File: config.mk
export PLATFORM = sky130hd
export DESIGN_NAME = w0c_int_status
export DESIGN_NICKNAME = d
export VERILOG_FILES = /design/src/rtl/w0c_isr_pkg.sv /design/src/rtl/w0c_event_bits.sv /design/src/rtl/w0c_ext_mirror.sv /design/src/rtl/w0c_mask_gate.sv /design/src/rtl/w0c_int_status.sv
export SDC_FILE = /design/constraint.sdc
export NUM_CORES = 1
export LEC_CHECK = 0
export ABC_CLOCK_PERIOD_IN_PS = 2300
export CAP_MARGIN = 15
export CORE_UTILIZATION = 56
export DETAILED_ROUTE_END_ITERATION = 8
export DONT_BUFFER_PORTS = 1
export PLACE_DENSITY = 0.71
export SYNTH_ARGS = -nofsm -noshare
export SYNTH_HDL_FRONTEND = slang
export SYNTH_SLANG_ARGS = --single-unit
File: constraint.sdc
create_clock -name clk -period 2.3 [get_ports clk]
set_clock_uncertainty 0.2 [all_clocks]
set_input_delay 0.575 -clock clk [delete_from_list [all_inputs] [get_ports clk]]
set_output_delay 0.575 -clock clk [all_outputs]
set_load 0.02 [all_outputs]
File: src/rtl/w0c_isr_pkg.sv
package w0c_isr_pkg;

  typedef enum logic {
    SEL_STATUS = 1'b0,
    SEL_MASK   = 1'b1
  } host_sel_e;

  // Write-zero-to-clear update of one stored bit; a set request wins.
  function automatic logic w0c_next(input logic cur, input logic clr, input logic set);
    return (cur & ~clr) | set;
  endfunction

  // Enable term of one interrupt source.
  function automatic logic irq_term(input logic stat, input logic masked);
    return stat & ~masked;
  endfunction

endpackage

File: src/rtl/w0c_event_bits.sv
module w0c_event_bits
  import w0c_isr_pkg::*;
#(
  parameter int W       = 8,
  parameter int EXT_LSB = 0
) (
  input  logic         clk,
  input  logic         rst_n,
  input  logic [W-1:0] evt_i,
  input  logic         wr_stat_i,
  input  logic [W-1:0] wdata_i,
  output logic [W-1:0] q_o
);

  localparam logic [W-1:0] EVT_MASK = ~(W'(2'b11) << EXT_LSB);

  logic [W-1:0] clr_vec;
  logic [W-1:0] set_vec;
  logic [W-1:0] q_d;

  assign clr_vec = wr_stat_i ? (~wdata_i & EVT_MASK) : '0;
  assign set_vec = evt_i & EVT_MASK;

  for (genvar i = 0; i < W; i++) begin : g_bit
    assign q_d[i] = w0c_next(q_o[i], clr_vec[i], set_vec[i]);
  end

  always_ff @(posedge clk or negedge rst_n) begin
    if (!rst_n) q_o <= '0;
    else        q_o <= q_d;
  end


  hold_chk: assert property (@(posedge clk) disable iff (!rst_n)
    1'b1 |=> ((q_o & $past(q_o & ~clr_vec)) == $past(q_o & ~clr_vec)));


  evt_wins_chk: assert property (@(posedge clk) disable iff (!rst_n)
    1'b1 |=> ((q_o & $past(set_vec)) == $past(set_vec)));


  clear_chk: assert property (@(posedge clk) disable iff (!rst_n)
    1'b1 |=> ((q_o & $past(clr_vec & ~set_vec)) == '0));

endmodule

File: src/rtl/w0c_ext_mirror.sv
module w0c_ext_mirror #(
  parameter int SEC_W = 8
) (
  input  logic [1:0][SEC_W-1:0] sec_i,
  output logic [1:0]            ext_o
);

  for (genvar k = 0; k < 2; k++) begin : g_ext
    assign ext_o[k] = |sec_i[k];
  end

endmodule

File: src/rtl/w0c_mask_gate.sv
module w0c_mask_gate
  import w0c_isr_pkg::*;
#(
  parameter int W = 8
) (
  input  logic         clk,
  input  logic         rst_n,
  input  logic         wr_mask_i,
  input  logic [W-1:0] wdata_i,
  input  logic [W-1:0] status_i,
  output logic [W-1:0] mask_o,
  output logic         irq_o
);

  logic [W-1:0] live;

  always_ff @(posedge clk or negedge rst_n) begin
    if (!rst_n)         mask_o <= '0;
    else if (wr_mask_i) mask_o <= wdata_i;
  end

  for (genvar i = 0; i < W; i++) begin : g_term
    assign live[i] = irq_term(status_i[i], mask_o[i]);
  end

  assign irq_o = |live;


  full_mask_quiet_chk: assert property (@(posedge clk) disable iff (!rst_n)
    (&mask_o) |-> !irq_o);


  irq_has_source_chk: assert property (@(posedge clk) disable iff (!rst_n)
    irq_o |-> (status_i != '0));

endmodule

File: src/rtl/w0c_int_status.sv
module w0c_int_status
  import w0c_isr_pkg::*;
#(
  parameter int STAT_W  = 8,
  parameter int SEC_W   = 8,
  parameter int EXT_LSB = 0
) (
  input  logic              clk,
  input  logic              rst_n,
  input  logic [STAT_W-1:0] evt_i,
  input  logic [SEC_W-1:0]  sec0_i,
  input  logic [SEC_W-1:0]  sec1_i,
  input  logic              host_we_i,
  input  logic              host_sel_i,
  input  logic [STAT_W-1:0] host_wdata_i,
  output logic [STAT_W-1:0] host_rdata_o,
  output logic              irq_o
);

  host_sel_e         sel;
  logic              wr_stat;
  logic              wr_mask;
  logic [STAT_W-1:0] evt_q;
  logic [1:0]        ext_w;
  logic [STAT_W-1:0] ext_vec;
  logic [STAT_W-1:0] status;
  logic [STAT_W-1:0] mask_q;

  assign sel     = host_sel_e'(host_sel_i);
  assign wr_stat = host_we_i && (sel == SEL_STATUS);
  assign wr_mask = host_we_i && (sel == SEL_MASK);

  w0c_event_bits #(.W(STAT_W), .EXT_LSB(EXT_LSB)) u_bits (
    .clk      (clk),
    .rst_n    (rst_n),
    .evt_i    (evt_i),
    .wr_stat_i(wr_stat),
    .wdata_i  (host_wdata_i),
    .q_o      (evt_q)
  );

  w0c_ext_mirror #(.SEC_W(SEC_W)) u_ext (
    .sec_i({sec1_i, sec0_i}),
    .ext_o(ext_w)
  );

  assign ext_vec = STAT_W'(ext_w) << EXT_LSB;
  assign status  = evt_q | ext_vec;

  w0c_mask_gate #(.W(STAT_W)) u_gate (
    .clk      (clk),
    .rst_n    (rst_n),
    .wr_mask_i(wr_mask),
    .wdata_i  (host_wdata_i),
    .status_i (status),
    .mask_o   (mask_q),
    .irq_o    (irq_o)
  );

  assign host_rdata_o = (sel == SEL_MASK) ? mask_q : status;


  ext_ignores_write_chk: assert property (@(posedge clk) disable iff (!rst_n)
    (wr_stat && $stable({sec1_i, sec0_i})) |-> $stable(ext_vec));


  mask_write_keeps_status_chk: assert property (@(posedge clk) disable iff (!rst_n)
    (wr_mask && (evt_i == '0)) |=> (evt_q == $past(evt_q)));

endmodule

# ---- Word level (Yosys, flattened, before mapping)
# Cells that the tools add are included.
dict set report classes {
  add_sub_neg 0
  mul 0
  div 0
  magnitude_cmp 0
  n_eq_ne 0
  shifts 0
  n_mux 2
  n_bitwise 41
  n_reduce_logical 5
}
# op n
set ops {}
lappend ops {{8-bit OR reduction} 3}
lappend ops {{1-bit NOT} 17}
lappend ops {{1-bit AND} 16}
lappend ops {{8-bit two-way mux} 2}
lappend ops {{8-bit NOT} 1}
lappend ops {{8-bit by 2-bit OR with 8-bit output} 1}
lappend ops {{1-bit OR} 6}
lappend ops {{1-bit logical AND} 2}
dict set report totals {
  regBits 16
  latchBits 0
  ram_bits 0
  romBits 0
  in_bits 36
  n_memories 0
}

# ---- Depth between registers and ports, before layout
# Gate-level depths: netlist of the first run.
dict set report logic_depth {
  depth_word 6
  ltp_mapped 3
  mapped_depth_nobuf 3
}

# ---- By module
# A second synthesis of the first run with hierarchy kept.
dict set report unflattened {
  hier_cells 70
  area_unflattened_um2 768.2
}
# mod instances cells_per_inst area_per_inst_um2
set by_module_without_submodules {}
lappend by_module_without_submodules {w0c_mask_gate 1 30 357.8}
lappend by_module_without_submodules {w0c_event_bits 1 21 251.5}
lappend by_module_without_submodules {w0c_int_status 1 13 126.4}
lappend by_module_without_submodules {w0c_ext_mirror 1 6 32.5}

# ---- Worst setup path after synthesis of the first run
# Ideal clock, no wire load.
dict set report synth_path {
  path_kind {input port to output port}
  from {input port sec0_i[1]}
  to {output port irq_o}
  arrival_time_ns 1.563
  required_ns 1.525
  path_slack_ns -0.038
  stages 3
  path_cell_list {nor4_2 > a21oi_1 > or4_1}
}
dict set report synth_via {
  elab_chain_cells 4
}
# item line
set synth_rtl {}
lappend synth_rtl {{from (decl)} w0c_int_status.sv:11} ;# input logic [SEC_W-1:0] sec0_i,
lappend synth_rtl {{8-bit OR reduction} w0c_ext_mirror.sv:9} ;# assign ext_o[k] = |sec_i[k];
lappend synth_rtl {{8-bit by 2-bit OR with 8-bit output} w0c_int_status.sv:48} ;# assign status = evt_q | ext_vec;
lappend synth_rtl {{1-bit AND} w0c_isr_pkg.sv:15} ;# return stat & ~masked;
lappend synth_rtl {{8-bit OR reduction} w0c_mask_gate.sv:26} ;# assign irq_o = |live;
lappend synth_rtl {{to (decl)} w0c_int_status.sv:17} ;# output logic irq_o
# No other way between the ends.

# ---- Worst setup path after layout of the first run
# Ends and elaborated chain as after synthesis.

==> results of run 1 <==
cell usage in the layout (no fill, tap or decap):
master         instances
a21oi_1                2
buf_4                  3
clkbuf_4               3
dfrtp_1               14
dlygate4sd3_1          1
inv_1                  3
mux2_2                13
nand2_1                6
nand2b_1              10
nor4_4                 4
o2111ai_1              1
o21ai_0                9
o22ai_1                1
or4_4                  1
worst max path at each step:
stage / cells past startpoint / endpoint / slack [ps] / start
after floorplan: 3 / irq_o / 20 / sec0_i[1]
after global placement: 3 / irq_o / -9 / sec0_i[1]
after detailed placement: 3 / irq_o / -20 / sec0_i[1]
after CTS: 3 / irq_o / -4 / sec0_i[1]
after global routing: 3 / irq_o / -30 / sec0_i[5]
final: 3 / irq_o / 4 / sec0_i[1]
layer usage:
| layer | track usage, % | share of wire [%] | up-vias |
|---|---|---|---|
| met5 | 0 | 0 | - |
| met3 | 1.74 | 11 | 2 |
| met2 | 37.7 | 53 | 33 |
| met4 | 10.3 | 0.75 | 0 |
| li1 | - | - | 245 |
| met1 | 24.6 | 36 | 241 |
power groups by stage:
stage	clock network, mW	logic (mW)	registers (mW)
final	0.133	0.107	0.289
after global routing	0.146	0.117	0.293
after CTS	0.136	0.109	0.289
after detailed placement	0	0.102	0.294
after global placement	0	0.0997	0.293
after floorplan	0	0.0861	0.289
kinds of logic after synthesis:
logic type | share of synthesized area, %
and+or+nand+nor | 21.6
DFF | 47.2
AOI/OAI and AO/OA | 9.44
muxes | 19.7
buffers and inverters | 2.02
sequential cells by signal (all words and copies together), names as in the netlist:
signal         cells
u_bits.q_o         6
u_gate.mask_o      8
through the flow:
step	hold slack, ps	cell area (µm²)	util (%)	instances
floorplan	79.4	746	-	65
global placement	79.7	782	66.8	81
detailed placement	79.7	782	66.8	81
CTS	202	832	71.0	85
global route	193	832	71.0	85
finish	205	832	71.0	85
cells in the mapped netlist:
cell	number
nor4_2	2
or4_1	1
nor4_4	2
o22ai_1	1
buf_1	1
dfrtp_1	14
inv_1	3
nand2_1	6
o21ai_0	9
nand2b_1	10
a21oi_1	2
o2111ai_1	1
mux2_2	13
cell type report:
cell class,instances,area share [%]
sequential,14,42.1
clock buffer,3,2.71
multi-input combinational,47,47.8
tap,14,2.11
inverter,3,1.35
timing repair buffer,4,3.91
timing repair:
action                                  4_1_cts  5_1_grt
resized for setup                             2        0
endpoints found under the hold margin        14        0
pin swaps                                     2        0
hold buffers                                  1        0
endpoints found under the setup margin        1        1
==> results.md, run 1 <==
* CP max stage delay at 580 ps
* Cts bufs inserted at 3
* Area leader, netlist: dfrtp_1
* Critical path's slowest cell: or4_4
* Max_cap viols at 0
* Routed WL at between 1000 and 1500 µm
* Area share of the largest cell type after synthesis at 47.2%
* Crit-path max FO at 2
* Hold endpoint: u_bits.q_o[6]$_DFF_PN0_
* Initial Utilization at 63.4%
* Switching pwr at between 0.1 and 0.15 mW
* Outcome: complete, no violations
* First-pass GRT wire length at between 2000 and 2500 µm
* Peak supply drop at between 0.4 and 0.5 mV
* Period utilization at ~100%
* Std cell rows at 12
* Period minus WS final at 2300 ps
* Core Area at between 0.001 and 0.0015 mm²
* Fraction of layout cells with a size suffix above 1 at 33.8%
* Die area at 0.00147 mm²
* Setup ws final at about 4.4 ps
* Worst reg2reg setup slack at 1330 ps
* Final setup fails at 0
* Die H at 38.4 µm
* Fin. max-slew vios at 0
* Initial antenna violation count at 0
* Nets@finish at 109
* Switch share at 27.0%
* Required @ worst endpoint at 1520 ps
* Worst-Margin Slew at 616 ps
* Sequential-to-total area share from yosys stat at a little under half
* CTS tree: built
* Horiz. Die Dim at around 38 µm
* RSZ-0062 raised after global routing: true
* Syn Area/Cell at approximately 11 µm²
* Sequential cell area at 350 µm²
* HPWL after detailed placement at between 1000 and 1500 µm
* Pre-CTS setup slack at -17.2 ps
* Clk_lat worst skew at around 270 ps
* Endpoint class of the critical path: output port
* Reg power frac at 54.6%
* Setup_tns at 0 ps
* Final hold vios at 0
* Via-per-instance ratio at 6.13
* DRT antenna net count at 0
* Largest net degree at the start of global routing at 15
* Cell family with most CP delay: simple AND/OR/NAND/NOR gates
* Netlist cell types at 13
* FF+latch count, synth at 14
* DR WL/cell at between 15 and 20 µm
* Total Power at 0.529 mW
* Synth warn at 0
* Relative slew slack at 58.8%
* I/O pins at between 40 and 50
* GR Overflow Total at 0
* Placer Congestion at a little under 0.7
* Max Fclk at 436 MHz
* Residual DRC count at 0
* Via count at 521
* Synth area leaders: dfrtp_1, mux2_2, nand2b_1, o21ai_0, nor4_4
* Reg2reg start: u_gate.mask_o[4]$_DFFE_PN0P_
* Number of global-route vias before repair at 482
* CTS clk-pin slew, worst paths at 80 ps
* Syn_nets at 101
* Leak at 0.321 nW
* DRT iter0 DRCs at 8
* H-tree levels at 1
* P_int at 0.386 mW
* CTS max path bufs at 2
* Cells after synthesis at 65
* Critical Path, Cell by Cell: nor4_4 -> a21oi_1 -> or4_4
* Synthesized area at 742 µm²
* # Post-CTS Setup Buffers at 0
* PortBufs at 0
* First-pass DRT Iterations at 4
* Reg2reg end: u_gate.mask_o[4]$_DFFE_PN0P_
* Gate power share at 20.3%
* Hold Crit Depth at 1
* Area growth syn-to-layout at 12.1%
* Clock sinks at 14
* Worst Setup Start Kind: primary input
* CP arrival at 1520 ps
* Worst Reg2Reg Path Length in Cells at 1
* Footprint of the multi-input gates at between 300 and 400 µm²
* Hold_sp: evt_i[6]
* Filler cell count at 93
* Total GRT Usage at 20.9%
* Worst Path Buf+Inv at 0
* Power density cells at 636 mW/mm²
* Clock root buffer: clkbuf_4
* Critical path class: primary input to output port
* HP Class: primary input to flip-flop
* Clock power frac at about a quarter
* Diode count at 0
No activity file was read; power rests on OpenSTA's default activity.
==> run 2: changes to the inputs <==
- CORE_UTILIZATION: 56 -> 45
- PLACE_DENSITY: 0.71 -> default
==> run 2 against run 1 <==
  * Cell count is 2.4% higher
  * Largest cell class unchanged
  * Core utilization is 16 points lower
  * Largest power group unchanged
  * Flip-flop and latch count stayed put
  * Design area is 0.30% higher
  * Critical path depth stayed put
  * Non-clock buffer count stayed put
  * Combinational power hardly changed
==> results.md, run 2 (synthesis gave the netlist of run 1 again) <==
* Max_cap viols at 0
* DRT antenna net count at 0
* Switch share at about a quarter
* Hold Crit Depth at 1
* Diode count at 0
* Total GRT Usage at 16.8%
* Nets@finish at roughly 110
* Initial antenna violation count at 0
* Placer Congestion at 0.717
* Via-per-instance ratio at a little under 6
* Commonest non-fill, non-tap cell in the layout: dfrtp_1
* Fin. max-slew vios at 0
* Setup ws final at 4.80 ps
* CP arrival at 1520 ps
* Leak at 0.321 nW
* Reg2reg end: u_gate.mask_o[4]$_DFFE_PN0P_
* Horiz. Die Dim at 42.6 µm
* Worst Setup Start Kind: primary input
* Number of global-route vias before repair at 518
* Worst Reg2Reg Path Length in Cells at 1
* Required @ worst endpoint at 1520 ps
* I/O pins at 45
* Commonest cells after routing, fill and taps aside: dfrtp_1, mux2_2, nand2b_1
* HP Class: primary input to flip-flop
* DRT iter0 DRCs at 5
* Routed WL at 1310 µm
* Residual DRC count at 0
* Hold_ws at 208 ps
* Largest net degree at the start of global routing at 15
* Core Area at 0.00152 mm²
* Die area at 0.00182 mm²
* Reg power frac at ~55%
* First-pass GRT wire length at 2180 µm
* Endpoint class of the critical path: output port
* Worst-Margin Slew at 610 ps
* Peak supply drop at around 0.36 mV
* Max Fclk at about 440 MHz
* Worst reg2reg setup slack at 1320 ps
* PortBufs at 0
* Area growth syn-to-layout at 12.5%
* Reg2reg start: u_gate.mask_o[4]$_DFFE_PN0P_
* Pre-CTS setup slack at -14.6 ps
* Die H at between 40 and 50 µm
* Relative slew slack at between 50% and 60%
* GR Overflow Total at 0
* Hold endpoint: u_bits.q_o[3]$_DFF_PN0_
* Crit-path max FO at 2
* Std cell rows at 14
* Largest regs: u_gate.mask_o x8, u_bits.q_o x6
* Gate power share at 20.2%
* Via count at 519
* P_int at 0.386 mW
* DR WL/cell at 15.0 µm
* Period minus WS final at 2300 ps
* Clk_lat worst skew at 270 ps
* Total Power at 0.524 mW
* Cts bufs inserted at 3
* Clock power frac at roughly a quarter
* First-pass DRT Iterations at 4
* CTS tree: built
* CTS max path bufs at 2
* # Post-CTS Setup Buffers at 0
* Outcome: complete, no violations
* Clock root buffer: clkbuf_4
* Hold_sp: evt_i[3]
* Switching pwr at 0.138 mW
* Clock sinks at 14
* Filler cell count at 140
* Final setup fails at 0
* Power density cells at 628 mW/mm²
* Final hold vios at 0
* Initial Utilization at 48.7%
* Most flops, register: u_gate.mask_o
* Max reg flops at 8
* Period utilization at 99.8%
* H-tree levels at 1
* Critical path class: primary input to output port
* RSZ-0062 raised after global routing: true
* Fraction of layout cells with a size suffix above 1 at 33.8%
* CTS clk-pin slew, worst paths at 80 ps
-- run 2: cell counts in the layout (fill, tap and decap cells not counted) --
No cell type changed its count.
-- run 2: metal layers --
layer,share of wire (%),global-route usage (%),up-vias
li1,-,-,244
met1,40,19.3,238
met2,50,27.7,35
met3,9.3,3.88,2
met4,1.3,11.3,0
met5,0,0,-
-- run 2: worst max path at each step --
stage	from	depth (start not counted)	endpoint	slack [ps]
final	sec1_i[5]	3	irq_o	5
after global routing	sec1_i[2]	3	irq_o	-70
after CTS	sec0_i[1]	3	irq_o	-8
after detailed placement	sec0_i[5]	3	irq_o	-10
after global placement	sec0_i[1]	3	irq_o	-9
after floorplan	sec0_i[1]	3	irq_o	20
-- run 2: area by class of cell --
| class | instances | area (µm²) | share of cell area [%] |
|---|---|---|---|
| timing repair buffer | 4 | 32.5 | 3.90 |
| sequential | 14 | 350 | 42.0 |
| clock buffer | 3 | 22.5 | 2.70 |
| multi-input combinational | 47 | 398 | 47.7 |
| inverter | 3 | 11.3 | 1.35 |
| tap | 16 | 20.0 | 2.40 |
-- run 2: critical path, cell delays in order --
cell and delay, ps:
nor4_4 260, a21oi_1 100, or4_4 590
-- run 2: through the flow --
step | setup TNS (ps) | cells | util, % | cell area (µm²)
2_1_floorplan | 0 | 65 | - | 746
3_3_place_gp | -8.77 | 83 | 51.5 | 785
3_5_place_dp | -14.6 | 83 | 51.5 | 785
4_1_cts | -8.20 | 87 | 54.8 | 835
5_1_grt | -71.9 | 87 | 54.8 | 835
6_report | 0 | 87 | 54.8 | 835
-- run 2: repair_timing --
| action | CTS | global route |
|---|---|---|
| endpoints found under the setup margin | 1 | 1 |
| hold buffers | 1 | 0 |
| gates resized for setup | 2 | 0 |
| endpoints found under the hold margin | 14 | 0 |
| pin swaps | 1 | 3 |
-- run 2: power groups by stage --
| stage | combinational (mW) | sequential, mW | clock, mW |
|---|---|---|---|
| floorplan | 0.0861 | 0.289 | 0 |
| global placement | 0.0996 | 0.293 | 0 |
| detailed placement | 0.101 | 0.294 | 0 |
| CTS | 0.108 | 0.289 | 0.136 |
| global route | 0.116 | 0.293 | 0.151 |
| finish | 0.106 | 0.289 | 0.129 |
==> run 3: changes to the inputs <==
- CAP_MARGIN: 15 -> 20
==> results of run 3 <==
No change in the layout: final DEF, timing and power equal those of run 2.
